--- src/rtl/tbl_interp_pkg.sv ---
package tbl_interp_pkg;
  localparam int FRAC_W   = 8;
  localparam int BYTE_W   = 8;
  localparam int ENTRY_W  = 16;
  localparam int MAX_RDS  = 2 * (ENTRY_W / BYTE_W);
  localparam int CNT_W    = $clog2(MAX_RDS + 1);
  localparam int PROD_W   = (ENTRY_W + 1) + (FRAC_W + 1);

  typedef enum logic [1:0] {
    ST_IDLE    = 2'd0,
    ST_FETCH   = 2'd1,
    ST_COMPUTE = 2'd2,
    ST_DONE    = 2'd3
  } interp_state_e;
endpackage

--- src/rtl/tbl_interp_ctrl.sv ---
module tbl_interp_ctrl
  import tbl_interp_pkg::*;
#(
  parameter int ADDR_W = 16
) (
  input  logic                clk,
  input  logic                rst_n,
  input  logic                start,
  input  logic [ADDR_W-1:0]   base_addr,
  input  logic [FRAC_W-1:0]   frac,
  input  logic                word_mode,
  output logic                mem_rd_en,
  output logic [ADDR_W-1:0]   mem_addr,
  input  logic [BYTE_W-1:0]   mem_rd_data,
  output logic [FRAC_W-1:0]   op_frac,
  output logic                op_word,
  output logic [ENTRY_W-1:0]  start_val,
  output logic [ENTRY_W-1:0]  end_val,
  output logic                load_result,
  output logic                done
);
  localparam int SHIFT_W = MAX_RDS * BYTE_W;

  interp_state_e       state_q;
  logic [CNT_W-1:0]    cnt_q;
  logic [ADDR_W-1:0]   base_q;
  logic [SHIFT_W-1:0]  bytes_q;
  logic [CNT_W-1:0]    n_reads;

  assign n_reads = op_word ? CNT_W'(MAX_RDS) : CNT_W'(2);

  always_ff @(posedge clk) begin
    if (!rst_n) begin
      state_q <= ST_IDLE;
      cnt_q   <= '0;
      base_q  <= '0;
      op_frac <= '0;
      op_word <= 1'b0;
      bytes_q <= '0;
    end else begin
      unique case (state_q)
        ST_IDLE: begin
          if (start) begin
            state_q <= ST_FETCH;
            cnt_q   <= '0;
            base_q  <= base_addr;
            op_frac <= frac;
            op_word <= word_mode;
            bytes_q <= '0;
          end
        end
        ST_FETCH: begin
          if (cnt_q != '0) begin
            bytes_q <= {bytes_q[SHIFT_W-BYTE_W-1:0], mem_rd_data};
          end
          if (cnt_q == n_reads) begin
            state_q <= ST_COMPUTE;
          end else begin
            cnt_q <= cnt_q + 1'b1;
          end
        end
        ST_COMPUTE: state_q <= ST_DONE;
        ST_DONE:    state_q <= ST_IDLE;
        default:    state_q <= ST_IDLE;
      endcase
    end
  end

  assign mem_rd_en   = (state_q == ST_FETCH) && (cnt_q < n_reads);
  assign mem_addr    = base_q + ADDR_W'(cnt_q);
  assign load_result = (state_q == ST_COMPUTE);
  assign done        = (state_q == ST_DONE);

  generate
    if (ENTRY_W == 2 * BYTE_W) begin : g_two_byte_entries
      always_comb begin
        if (op_word) begin
          start_val = bytes_q[SHIFT_W-1 -: ENTRY_W];
          end_val   = bytes_q[ENTRY_W-1:0];
        end else begin
          start_val = {{(ENTRY_W-BYTE_W){1'b0}}, bytes_q[2*BYTE_W-1 -: BYTE_W]};
          end_val   = {{(ENTRY_W-BYTE_W){1'b0}}, bytes_q[BYTE_W-1:0]};
        end
      end
    end
  endgenerate
endmodule

--- src/rtl/tbl_interp_math.sv ---
module tbl_interp_math
  import tbl_interp_pkg::*;
(
  input  logic [ENTRY_W-1:0] start_val,
  input  logic [ENTRY_W-1:0] end_val,
  input  logic [FRAC_W-1:0]  frac,
  input  logic               word_mode,
  output logic [ENTRY_W-1:0] interp
);
  logic [ENTRY_W-1:0]       diff_raw;
  logic signed [ENTRY_W:0]  diff_s;
  logic signed [FRAC_W:0]   frac_s;
  logic signed [PROD_W-1:0] prod;
  logic signed [PROD_W-1:0] rounded;
  logic [ENTRY_W-1:0]       sum;

  assign diff_raw = end_val - start_val;
  assign diff_s   = word_mode ? {diff_raw[ENTRY_W-1], diff_raw}
                              : {{(ENTRY_W-BYTE_W+1){diff_raw[BYTE_W-1]}}, diff_raw[BYTE_W-1:0]};
  assign frac_s   = {1'b0, frac};
  assign prod     = PROD_W'(diff_s) * PROD_W'(frac_s);
  assign rounded  = prod + PROD_W'(1 << (FRAC_W - 1));
  assign sum      = start_val + ENTRY_W'(rounded >>> FRAC_W);
  assign interp   = word_mode ? sum : {{(ENTRY_W-BYTE_W){1'b0}}, sum[BYTE_W-1:0]};
endmodule

--- src/rtl/tbl_interp.sv ---
module tbl_interp
  import tbl_interp_pkg::*;
#(
  parameter int ADDR_W = 16
) (
  input  logic              clk,
  input  logic              rst_n,
  input  logic              start,
  input  logic [ADDR_W-1:0] base_addr,
  input  logic [7:0]        frac,
  input  logic              word_mode,
  output logic              mem_rd_en,
  output logic [ADDR_W-1:0] mem_addr,
  input  logic [7:0]        mem_rd_data,
  output logic [15:0]       result,
  output logic              done
);
  logic [FRAC_W-1:0]  op_frac;
  logic               op_word;
  logic [ENTRY_W-1:0] start_val;
  logic [ENTRY_W-1:0] end_val;
  logic               load_result;
  logic [ENTRY_W-1:0] interp;

  tbl_interp_ctrl #(.ADDR_W(ADDR_W)) u_ctrl (
    .clk         (clk),
    .rst_n       (rst_n),
    .start       (start),
    .base_addr   (base_addr),
    .frac        (frac),
    .word_mode   (word_mode),
    .mem_rd_en   (mem_rd_en),
    .mem_addr    (mem_addr),
    .mem_rd_data (mem_rd_data),
    .op_frac     (op_frac),
    .op_word     (op_word),
    .start_val   (start_val),
    .end_val     (end_val),
    .load_result (load_result),
    .done        (done)
  );

  tbl_interp_math u_math (
    .start_val (start_val),
    .end_val   (end_val),
    .frac      (op_frac),
    .word_mode (op_word),
    .interp    (interp)
  );

  always_ff @(posedge clk) begin
    if (!rst_n) begin
      result <= '0;
    end else if (load_result) begin
      result <= interp;
    end
  end
endmodule

--- config.mk ---
export PLATFORM = sky130hd
export DESIGN_NAME = tbl_interp
export DESIGN_NICKNAME = d
export VERILOG_FILES = /design/src/rtl/tbl_interp_pkg.sv /design/src/rtl/tbl_interp_ctrl.sv /design/src/rtl/tbl_interp_math.sv /design/src/rtl/tbl_interp.sv
export SDC_FILE = /design/constraint.sdc
export NUM_CORES = 1
export LEC_CHECK = 0
export ABC_CLOCK_PERIOD_IN_PS = 18200
export BUFFER_PORTS_ARGS = -buffer_cell sky130_fd_sc_hd__buf_2
export CAP_MARGIN = 20
export CELL_PAD_IN_SITES_DETAIL_PLACEMENT = 1
export CELL_PAD_IN_SITES_GLOBAL_PLACEMENT = 1
export CORE_MARGIN = 8
export CORE_UTILIZATION = 45
export DETAILED_ROUTE_END_ITERATION = 10
export PLACE_DENSITY_LB_ADDON = 0.1
export SLEW_MARGIN = 20
export SYNTH_ARGS = -nofsm -noshare
export SYNTH_HDL_FRONTEND = slang
export SYNTH_SLANG_ARGS = --single-unit
--- constraint.sdc ---
create_clock -name clk -period 18.2 [get_ports clk]
set_clock_uncertainty 0.05 [all_clocks]
set_input_delay 1.82 -clock clk [delete_from_list [all_inputs] [get_ports clk]]
set_output_delay 1.82 -clock clk [all_outputs]
set_load 0.1 [all_outputs]
=== Word level (Yosys, flattened, before mapping) ===
Cells that the tools add are included.

* Input port bits: 36
* Register bits: 78
* Word-level logic and storage cells: 44

* Multiply operators: 1
* Reduce and logical (&&, ||, !) cells: 8
* Equal/unequal tests: 8
* $add $sub $neg: 5
* Mux-type cells: 14
* Magnitude comparators: 1

{| class="wikitable"
|+ Operators by type and width
! operator !! number
|-
| 32-bit 2-to-1 mux || 2
|-
| 32-bit one-hot mux with 2 select lines || 1
|-
| 16-bit 2-to-1 mux || 3
|-
| 24-bit by 9-bit adder with 24-bit output, second input constant || 1
|-
| 17-bit by 9-bit multiplier with 24-bit output || 1
|-
| 17-bit 2-to-1 mux || 1
|-
| 16-bit adder || 1
|-
| 16-bit by 3-bit adder with 16-bit output || 1
|-
| 16-bit subtractor || 1
|-
| 3-bit 2-to-1 mux || 3
|-
| 2-bit one-hot mux with 4 select lines || 1
|-
| 3-bit one-hot mux with 2 select lines || 1
|-
| 3-bit AND reduction || 2
|-
| 2-bit == test, second input constant || 2
|-
| 2-bit 2-to-1 mux || 2
|-
| 2-bit by 1-bit inequality test with 1-bit output, second input constant || 2
|-
| 2-bit inequality test, second input constant || 2
|-
| 2-bit AND reduction || 2
|-
| 3-bit by 1-bit adder with 3-bit output, second input constant || 1
|-
| 3-bit == test || 1
|-
| 3-bit < comparator || 1
|-
| 3-bit nonzero test || 1
|-
| 2-bit by 1-bit == test with 1-bit output, second input constant || 1
|-
| 2-bit zero test || 1
|-
| other kinds (2) || 2
|}

=== Longest topological paths before layout ===
* Depth in word-level cells: 7
* Depth in mapped cells: 39
* Mapped depth without buffers: 37

=== Cells and area by module ===
Synthesis repeated with hierarchy kept, for this count alone.

* Cell total of the unflattened synthesis: 1194
* Area total of the unflattened synthesis: 9983.3 um^2

{| class="wikitable"
|+ Modules (own cells, without submodules)
! module !! times used !! area an instance (um^2) !! seq. area each (um^2) !! cells each
|-
| tbl_interp_math || 1 || 6376.1 || 0.0 || 764
|-
| tbl_interp_ctrl || 1 || 2991.6 || 1241.2 || 379
|-
| tbl_interp || 1 || 615.6 || 320.3 || 51
|}

=== Worst setup path after synthesis ===
OpenSTA, ideal clock, no wires.

* Path type: register to register
* Start point: register u_ctrl.op_word
* End point: register result[15]
* Buffers on the path: 2
* Arrival: 8.880 ns
* Cell stages (with the launch flop): 39
* Setup time: 0.120 ns
* Required time: 18.030 ns
* Path slack: 9.150 ns
* Cells stage by stage: dfxtp_1 > clkbuf_1 > clkbuf_1 > mux2i_1 > inv_1 > fa_1 > nor2b_1 > o21ai_1 > a21boi_1 > o21a_1 > nor2_1 > xnor2_1 > nand2_1 > fa_1 > inv_1 > fa_1 > inv_1 > fa_1 > (+3 left out) > ha_1 > a21o_1 > and2_4 > or3_4 > o311a_4 > o21a_4 > o21a_1 > nor2_1 > xnor2_1 > ha_1 > a21o_1 > a41oi_1 > o21ai_0 > a21oi_1 > o211ai_1 > o31ai_1 > xnor2_1 > o21ai_1

* Word-level cells in the longest chain between the ends: 7

{| class="wikitable"
|+ Ends and longest elaborated chain
! item !! RTL line !! text
|-
| from (decl) || tbl_interp_ctrl.sv:16 || <nowiki>output logic op_word,</nowiki>
|-
| from (signal assigned) || tbl_interp_ctrl.sv:48 || <nowiki>op_word <= word_mode;</nowiki>
|-
| 16-bit 2-to-1 mux || tbl_interp_ctrl.sv:77 || <nowiki>if (op_word) begin</nowiki>
|-
| 16-bit subtractor || tbl_interp_math.sv:17 || <nowiki>assign diff_raw = end_val - start_val;</nowiki>
|-
| 17-bit 2-to-1 mux || tbl_interp_math.sv:18 || <nowiki>assign diff_s = word_mode ? {diff_raw[ENTRY_W-1], diff_raw}</nowiki>
|-
| 17-bit by 9-bit multiplier with 24-bit output || tbl_interp_math.sv:21 || <nowiki>assign prod = PROD_W'(diff_s) * PROD_W'(frac_s);</nowiki>
|-
| 24-bit by 9-bit adder with 24-bit output || tbl_interp_math.sv:22 || <nowiki>assign rounded = prod + PROD_W'(1 << (FRAC_W - 1));</nowiki>
|-
| 16-bit adder || tbl_interp_math.sv:23 || <nowiki>assign sum = start_val + ENTRY_W'(rounded >>> FRAC_W);</nowiki>
|-
| 16-bit 2-to-1 mux (*) || tbl_interp_math.sv:24 || <nowiki>assign interp = word_mode ? sum : {{(ENTRY_W-BYTE_W){1'b0}}, sum[BYTE_W-1:0]};</nowiki>
|-
| to (signal assigned) || tbl_interp.sv:55 || <nowiki>result <= interp;</nowiki>
|-
| to (decl) || tbl_interp.sv:15 || <nowiki>output logic [15:0] result,</nowiki>
|}

Every way passes the cells marked *; elsewhere a longest branch is shown, timed or not.
A chain may end at the register's enable or synchronous reset.

=== Final worst setup path ===
Same ends and word-level chain as after synthesis.

==> results.md <==
* Layout cells sized above 1 at 9.56%
* RePlAce Congestion at 0.843
* Post-CTS sizing at 0
* Kind of critical path: register to register
* Starting DRC count in detailed routing at 354
* Post-synth cell types at 68
* Clk_lat worst skew at 340 ps
* WL final at 26500 um
* Synth Register Bits at 78
* Final hold slack at 413 ps
* DR WL/cell at 18.2 um
* Most numerous cell in the Yosys netlist: nand2_1
* Layout Nets at 1416
* Clock tree buffer depth at 2
* Residual DRC count at 0
* Total power at 1.47 mW
* Crit-path slowest cell: fa_1
* Top cells by area, synth: fa_1 22%, dfxtp_1 16%, ha_1 13%, nand2_1 7.3%, inv_1 5.3%
* Dpl hpwl at 20900 um
* Largest net degree at the start of global routing at 75
* Crit path time final at 9750 ps
* Synth Flop Type: dfxtp_1
* Power Density at 141 nW/um^2
* Core Box Area at 21000 sq um
* Total global routing overflow at 0
* Worst Setup End Kind: register
* Initial antenna violation count at 0
* Post-DRT Antenna Nets at 0
* Port bufs at 69
* CTS tree: done
* CTS sink count at 78
* Final Hold Vio Count at 0
* Reg clk slew, reported paths at 60 ps
* Register area share after synthesis at 16.3%
* Post-CTS Setup Inserts at 0
* Antenna cells at 0
* Largest stage delay, worst path at 570 ps
* Clock Tree Root: clkbuf_16
* GR Util All Layers at 20.9%
* Critical path startpoint category: register
* Register-to-register setup slack at 8450 ps
* Critical path peak fanout at 42
* EDFF count, synth at 0
* RSZ-0062 raised after global routing: false
* Top Ports at 70
* Synth top cells by count: 187 x nand2_1, 136 x inv_1, 103 x fa_1, 100 x ha_1, 78 x dfxtp_1
* DRT Pass-1 Iters at 4
* Final Setup Violations at 0
* Status: finished, final reports clean
* Via density at 5.38
* Max-slew violation count at 0
* Worst Path Required at 18370 ps
* Fin cells at 1457
* Hold_buf cts at 0
* Syn Nets at 1376
* R2R Path End: result[15]
* Buf/Inv on CP at 4
* Worst hold path class: register to register
* H-tree levels at 3
* Synth top area share at 21.6%
* Reg2reg path depth at 37
* Die Y at 162 um
* Sequential Area at 1560 sq um
* Row cnt at 53
* Min-Delay Startpoint: result[15]
* Critical path's most frequent cell: fa_1
* Filler instances at 2561
* Synth Area per Inst at 8.41 sq um
* Leakage at 5.16 nW
* Max-slew headroom at 34.7%
* WHS Endpoint: result[15]
* Cell area after synthesis at 9560 sq um
* Vias in the first global route at 8312
* Max Cap Viol at 0
* R2r startpoint: u_ctrl.op_word
* Cts bufs inserted at 9
* Post-synth top area cell: fa_1
* Fraction of registers with async set/reset at 0%
* Die X at 162 um
* Worst Path Arrival at 9920 ps
* Area occupied by multi-input gates at 7310 sq um
* Starting Density at 45.6%
* Die footprint at 26200 sq um
* Worst hold stages at 2
* Area growth, synth to finish at 9.32%
* Tightest Pin Transition at 973 ps
* Mapped Cells at 1137
* YS warnings at 0
* First-pass GRT wire length at 44300 um
* Cell family with most CP delay: adder cells
* DR vias at 7842
* Inst Count DP at 1441
* Final worst-path cycle share at 53.5%
* Max Fclk at 103 MHz
* Total Neg Setup Slack at 0 ps
* Max VDD drop at 0.131 mV
## flip-flops by register name, indices dropped and copies added, names as in the netlist
name,cells
u_ctrl.bytes_q,32
u_ctrl.op_word,1
u_ctrl.cnt_q,3
u_ctrl.base_q,16
u_ctrl.op_frac,8
result,16
u_ctrl.state_q,2
## routing by layer
| layer | wire length (um) | global-route usage, % | share of wire [%] |
|---|---|---|---|
| met5 | 0 | 0 | 0 |
| met4 | 401 | 4.92 | 1.5 |
| met3 | 760 | 2.30 | 2.9 |
| met2 | 12800 | 34.7 | 48 |
| met1 | 12600 | 28.7 | 47 |
## tightest hold or removal path: cells and delay by family (launching register included)
kind / cells / cell delay (ps)
AO/OA/AOI/OAI: 1 / 50
flip-flops: 1 / 310
AND/OR/NAND/NOR: 1 / 60
## power breakdown
| part | total (mW) | switching [mW] | internal [mW] | leakage [nW] |
|---|---|---|---|---|
| registers | 0.226 | 0.0348 | 0.191 | 0.633 |
| logic | 1.05 | 0.702 | 0.345 | 4.36 |
| clock network | 0.200 | 0.0752 | 0.125 | 0.165 |
## logic make-up (layout without fill, tap and decap cells)
family                   after synthesis  in the layout  synth area share (%)
AND/OR/NAND/NOR                      405            405                  20.6
adder cells (fa/ha/maj)              203            203                  34.7
AO/OA/AOI/OAI                        199            199                  14.6
buffers and inverters                182            227                  7.25
flip-flops                            78             78                  16.3
XOR/XNOR                              56             56                  5.13
multiplexers                          14             14                  1.48
## cell usage in the layout (no fill, tap or decap), drive strengths merged, types with 5 or more instances in the layout
| cell | count |
|---|---|
| nor3 | 5 |
| a21o | 16 |
| mux2i | 13 |
| clkbuf | 10 |
| nand2b | 15 |
| nand4 | 6 |
| a21oi | 36 |
| and2 | 59 |
| inv | 137 |
| a21boi | 60 |
| o21ai | 39 |
| o21a | 9 |
| buf | 75 |
| nand2 | 187 |
| a31o | 5 |
| a31oi | 6 |
| nor2 | 27 |
| nor2b | 21 |
| o211ai | 5 |
| dfxtp | 78 |
| or3 | 7 |
| and3 | 12 |
| fa | 103 |
| ha | 100 |
| xor2 | 16 |
| xnor2 | 40 |
| nand3 | 54 |
## metrics by stage
stage               cell area (sq um)  utilization, %  worst slack, ps
floorplan                        9560               -             9150
global placement                10100            48.3             8640
detailed placement              10100            48.3             8440
CTS                             10500            49.9             8400
global route                    10500            49.9             7850
finish                          10500            49.9             8450
## area by class of cell
class	instances	area share (%)
Clock buffer	10	2.29
Clock inverter	6	0.898
Inverter	136	4.88
Multi-Input combinational cell	877	70.0
Sequential cell	78	14.9
Tap cell	275	3.29
Timing Repair Buffer	75	3.74
## how the worst max path moves through the flow
stage                 end  depth (start not counted)           start  slack, ps
4_1_cts        result[15]                         37  u_ctrl.op_word       8400
6_report       result[15]                         37  u_ctrl.op_word       8450
3_5_place_dp   result[15]                         37  u_ctrl.op_word       8440
3_3_place_gp   result[15]                         37  u_ctrl.op_word       8640
2_1_floorplan  result[15]                         38  u_ctrl.op_word       9150
5_1_grt        result[15]                         37  u_ctrl.op_word       7850
Power figures use the tool's default switching activity.
